`src/rtl/pgx_pkg.sv`:
```
// Shared defaults for the paging translator.
// Assumes byte addressing and equal page and frame sizes.
package pgx_pkg;
    localparam int PGX_VA_W    = 16;  // virtual address width
    localparam int PGX_OFF_W   = 12;  // offset bits inside one page
    localparam int PGX_FRAME_W = 3;   // frame number width

    // Number of virtual pages for a given address split.
    function automatic int pgx_pages(input int va_w, input int off_w);
        return 1 << (va_w - off_w);
    endfunction
endpackage

```
`src/rtl/pgx_table.sv`:
```
// Page table held in flip-flops: one frame number and one residency flag per
// virtual page. There is one write port, applied at the clock edge, and one
// combinational read port.
// Assumes that reset clears all entries and that a read in the cycle of a
// write returns the old value.
module pgx_table #(
    parameter int VPN_W   = 4,
    parameter int FRAME_W = 3
) (
    input  logic               clk,
    input  logic               rst_n,
    input  logic               wr_en,
    input  logic [VPN_W-1:0]   wr_idx,
    input  logic [FRAME_W-1:0] wr_frame,
    input  logic               wr_present,
    input  logic [VPN_W-1:0]   rd_idx,
    output logic [FRAME_W-1:0] rd_frame,
    output logic               rd_present
);
    localparam int ENTRIES = 1 << VPN_W;

    logic [ENTRIES-1:0] present_q;
    logic [FRAME_W-1:0] frame_q [ENTRIES];

    for (genvar e = 0; e < ENTRIES; e++) begin : g_ent
        logic               pres_r;
        logic [FRAME_W-1:0] frm_r;

        // Hold one entry and load it when the write names this page.
        always_ff @(posedge clk) begin
            if (!rst_n) begin
                pres_r <= 1'b0;
                frm_r  <= '0;
            end else if (wr_en && (wr_idx == VPN_W'(e))) begin
                pres_r <= wr_present;
                frm_r  <= wr_frame;
            end
        end

        assign present_q[e] = pres_r;
        assign frame_q[e]   = frm_r;
    end

    // Look up the entry selected by the request.
    always_comb begin
        rd_frame   = frame_q[rd_idx];
        rd_present = present_q[rd_idx];
    end
endmodule

```
`src/rtl/pgx_resp.sv`:
```
// Response stage: builds the physical address or the fault report from the
// looked-up entry and registers it, giving one cycle of latency.
// Assumes that the entry fields belong to the current req_vaddr.
module pgx_resp #(
    parameter int VA_W    = 16,
    parameter int OFF_W   = 12,
    parameter int FRAME_W = 3
) (
    input  logic                       clk,
    input  logic                       rst_n,
    input  logic                       req_valid,
    input  logic [VA_W-1:0]            req_vaddr,
    input  logic [FRAME_W-1:0]         ent_frame,
    input  logic                       ent_present,
    output logic                       rsp_valid,
    output logic [FRAME_W+OFF_W-1:0]   rsp_paddr,
    output logic                       rsp_fault,
    output logic [VA_W-OFF_W-1:0]      rsp_fault_vpn
);
    localparam int VPN_W = VA_W - OFF_W;
    localparam int PA_W  = FRAME_W + OFF_W;

    logic             hit_d;
    logic             miss_d;
    logic [PA_W-1:0]  paddr_d;
    logic [VPN_W-1:0] vpn_d;

    // Decide between translation and fault for the incoming request.
    always_comb begin
        hit_d   = req_valid && ent_present;
        miss_d  = req_valid && !ent_present;
        paddr_d = hit_d  ? {ent_frame, req_vaddr[OFF_W-1:0]} : '0;
        vpn_d   = miss_d ? req_vaddr[VA_W-1:OFF_W] : '0;
    end

    // Register the response so that it appears one cycle after the strobe.
    always_ff @(posedge clk) begin
        if (!rst_n) begin
            rsp_valid     <= 1'b0;
            rsp_paddr     <= '0;
            rsp_fault     <= 1'b0;
            rsp_fault_vpn <= '0;
        end else begin
            rsp_valid     <= req_valid;
            rsp_paddr     <= paddr_d;
            rsp_fault     <= miss_d;
            rsp_fault_vpn <= vpn_d;
        end
    end
endmodule

```
`src/rtl/pgx_translator.sv`:
```
// Single-level paging translator: a register-file page table followed by a
// registered response stage.
// Assumes that an external agent services faults by rewriting table entries.
module pgx_translator
    import pgx_pkg::*;
#(
    parameter int VA_W    = PGX_VA_W,
    parameter int OFF_W   = PGX_OFF_W,
    parameter int FRAME_W = PGX_FRAME_W,
    localparam int VPN_W  = VA_W - OFF_W,
    localparam int PA_W   = FRAME_W + OFF_W
) (
    input  logic               clk,
    input  logic               rst_n,
    input  logic               tbl_we,
    input  logic [VPN_W-1:0]   tbl_idx,
    input  logic [FRAME_W-1:0] tbl_frame,
    input  logic               tbl_present,
    input  logic               req_valid,
    input  logic [VA_W-1:0]    req_vaddr,
    output logic               rsp_valid,
    output logic [PA_W-1:0]    rsp_paddr,
    output logic               rsp_fault,
    output logic [VPN_W-1:0]   rsp_fault_vpn
);
    logic [FRAME_W-1:0] lk_frame;
    logic               lk_present;

    pgx_table #(
        .VPN_W   (VPN_W),
        .FRAME_W (FRAME_W)
    ) u_table (
        .clk        (clk),
        .rst_n      (rst_n),
        .wr_en      (tbl_we),
        .wr_idx     (tbl_idx),
        .wr_frame   (tbl_frame),
        .wr_present (tbl_present),
        .rd_idx     (req_vaddr[VA_W-1:OFF_W]),
        .rd_frame   (lk_frame),
        .rd_present (lk_present)
    );

    pgx_resp #(
        .VA_W    (VA_W),
        .OFF_W   (OFF_W),
        .FRAME_W (FRAME_W)
    ) u_resp (
        .clk           (clk),
        .rst_n         (rst_n),
        .req_valid     (req_valid),
        .req_vaddr     (req_vaddr),
        .ent_frame     (lk_frame),
        .ent_present   (lk_present),
        .rsp_valid     (rsp_valid),
        .rsp_paddr     (rsp_paddr),
        .rsp_fault     (rsp_fault),
        .rsp_fault_vpn (rsp_fault_vpn)
    );
endmodule

```
`config.mk`:
```
export PLATFORM = sky130hd
export DESIGN_NAME = pgx_translator
export DESIGN_NICKNAME = d
export VERILOG_FILES = /design/src/rtl/pgx_pkg.sv /design/src/rtl/pgx_table.sv /design/src/rtl/pgx_resp.sv /design/src/rtl/pgx_translator.sv
export SDC_FILE = /design/constraint.sdc
export NUM_CORES = 1
export LEC_CHECK = 0
export CAP_MARGIN = 20
export CORE_ASPECT_RATIO = 1.5
export CORE_MARGIN = 1
export CORE_UTILIZATION = 40
export CTS_BUF_LIST = sky130_fd_sc_hd__clkbuf_2
export CTS_CLUSTER_DIAMETER = 40
export DETAILED_ROUTE_END_ITERATION = 10
export DONT_BUFFER_PORTS = 1
export PLACE_DENSITY = 0.64
export SYNTH_ARGS = -nofsm -noshare
export SYNTH_HDL_FRONTEND = slang
export SYNTH_SLANG_ARGS = --single-unit
```
`constraint.sdc`:
```
create_clock -name clk -period 3.8 [get_ports clk]
set_input_delay 0.76 -clock clk [delete_from_list [all_inputs] [get_ports clk]]
set_output_delay 0.76 -clock clk [all_outputs]
set_load 0.01 [all_outputs]
```
==> results.toml <==
[timing]
finalHoldViolCount = 0
final.setup.tns_ns = 0
fin_crit_sh_pct = 45.7
period_minus_slack_ns = 1.74
finalSetupViolations = 0
fin_skew_ns = 0.0204
rsz0062_at_grt = "false"
worstMarginPinSlew_ns = 0.602
fmaxAchievable_mhz = 575
slew_violations = 0
timing.slew.headroom_pct = 59.7

[logic_synthesis]
synth_area_leaders = "dfxtp_1 (47%), mux2i_1 (9.0%), mux4_2 (8.6%), a21boi_0 (8.2%), nand2_1 (5.0%)"
synth_top_area_cell = "dfxtp_1"
syn_avg_cell_area_um2 = 9.81
yosysMostFrequentCell = "dfxtp_1"
yosys-top-cells-count = "dfxtp_1 (85), nand2_1 (49), a21boi_0 (40)"
syn_area_mm2 = 0.00365
yosysWarnings = 0
synth-edff-count = 0
synth-main-ff-cell = "dfxtp_1"
ys_seq_area_share_pct = 46.6
ys_ff_latch = 85
synth_nets = 400
yosysTopAreaCellShare_pct = 46.6
netlist-cell-type-count = 19
synthesis.instances = 372
async_flop_share_pct = 0

[cts]
cts_root_buf = "clkbuf_2"
cts.sinks = 85
clockBufferDepth = 2
clkLatencyLatePin_ns = 0.56
h-tree-depth = 3
ctsHoldBuffers = 0
cts_setup_buffers = 0
clk_pin_slew_worst_paths_ns = 0.23
ctsResizeCount = 0
cts-buffers-inserted = 9
cts_tree = "done"

[finish]
fin_cells = 469
fillerInstances = 859
area_delta_synth_final_pct = 3.87
nets = 381
drive_gt1_share_pct = 8.38

[grt]
antenna_found_initial = 1
grt_first_pass_wirelength_um = 13000
grt_overflow = 0
grt_max_degree = 66
grt.total_usage_pct = 18.4
grt_pass1_vias = 2431

[die]
start_util_pct = 41.4
core-area_mm2 = 0.00883
row_count = 42
fp.dieW_um = 80.0
pin_count = 49
die_h_um = 119
dieArea_mm2 = 0.00952

[route]
drc_errors = 0
antenna_left = 0
routed_wl_um = 8040
vias_per_cell = 5.42
drtIter0Drc = 117
drt_pass1_iterations = 4
post_drt_wl_per_cell_um = 17.1
vias = 2542

[run_status]
outcome = "completed"

[critical_path]
crit_path_end_kind = "primary output"
crit_fanout = 1
start_kind = "flip-flop"
crit_type = "flip-flop to primary output"
cp.required_ns = 3.04
crit_arrival_ns = 0.98

[placed_design]
place_congestion = 0.748
post-place-cells = 452
hpwlAfterDp_um = 5360
numPortBuffers = 0

[power_and_ir_drop]
power_density_mw_per_mm2 = 394
p_total_mw = 1.50
peakVddDrop_mv = 0.179
leakage_nw = 1.37

[run]
drv_cap = 0

[worst_hold_path]
min_path_type = "input port to flip-flop"
==> power breakdown <==
part           total [mW]  switching, mW  internal [mW]
logic              0.0625         0.0287         0.0338
clock network       0.521          0.302          0.219
registers           0.912        0.00691          0.905
total                1.50          0.338           1.16
==> path summary, 6_finish.rpt <==
kind / from / end / slack (ns) / depth (start not counted)
setup / recovery: u_resp.rsp_paddr[13] / rsp_paddr[13] / 2.06 / 0
hold / removal: req_vaddr[14] / u_resp.rsp_fault_vpn[2] / 0.29 / 2
setup reg to reg: u_table.g_ent[15].pres_r / u_resp.rsp_paddr[3] / 2.23 / 4
hold reg to reg: u_table.g_ent[0].frm_r[1] / u_table.g_ent[0].frm_r[1] / 0.48 / 2
==> sequential cells by signal (all words and copies together), names as in the netlist <==
name	flops
u_resp.rsp_fault	1
u_resp.rsp_paddr	15
u_resp.rsp_valid	1
u_table.g_ent.pres_r	16
u_resp.rsp_fault_vpn	4
u_table.g_ent.frm_r	48
==> cell usage in the layout (no fill, tap or decap) <==
cell type and n:
dfxtp_1 85, nand2_1 49, a21boi_0 40, o21ai_0 36
mux2i_1 33, nor2b_1 29, and2_1 16, nor2_1 14
mux4_2 14, nand3_1 11, clkbuf_2 11, nand2b_1 5
nand3b_1 3, a22oi_1 3, or3_1 2, bufinv_16 2
clkinv_1 2, diode_2 1, nor3b_2 1, o22ai_4 1
clkinvlp_4 1
==> routing by layer <==
metal / vias to the layer above / share of wire [%] / global-route usage [%]
li1: 1242 / - / -
met1: 1227 / 42 / 21.7
met2: 66 / 52 / 31.3
met3: 7 / 5.3 / 4.83
met4: 0 / 1.1 / 7.37
met5: - / 0 / 0
==> through the flow <==
stage,hold slack (ns),instance area (um^2),setup slack (ns),util [%]
after floorplan,0.441,3650,1.62,-
after global placement,0.457,3660,1.66,41.5
after detailed placement,0.459,3660,1.65,41.5
after CTS,0.268,3790,2.03,42.9
after global routing,0.251,3790,1.99,43.0
final,0.295,3790,2.06,43.0
==> logic make-up (layout without fill, tap and decap cells) <==
group           count (synthesis)  count (layout)  share of synthesized area [%]
other cells                     0               1                              0
mux                            47              47                           17.7
buf+inv                        30              16                           3.53
flops                          85              85                           46.6
simple gates                  130             130                           17.9
compound gates                 80              80                           14.3
==> layout make-up <==
cell class              instances  area, um^2  area share (%)
well taps                     110         138            3.63
clock inverters                 5        75.1            1.98
multi-input cells             257        1820            48.0
diodes                          1        2.50          0.0660
clock buffers                  11        55.1            1.45
flip-flops and latches         85        1700            44.9
(Power assumes the default switching activity.)
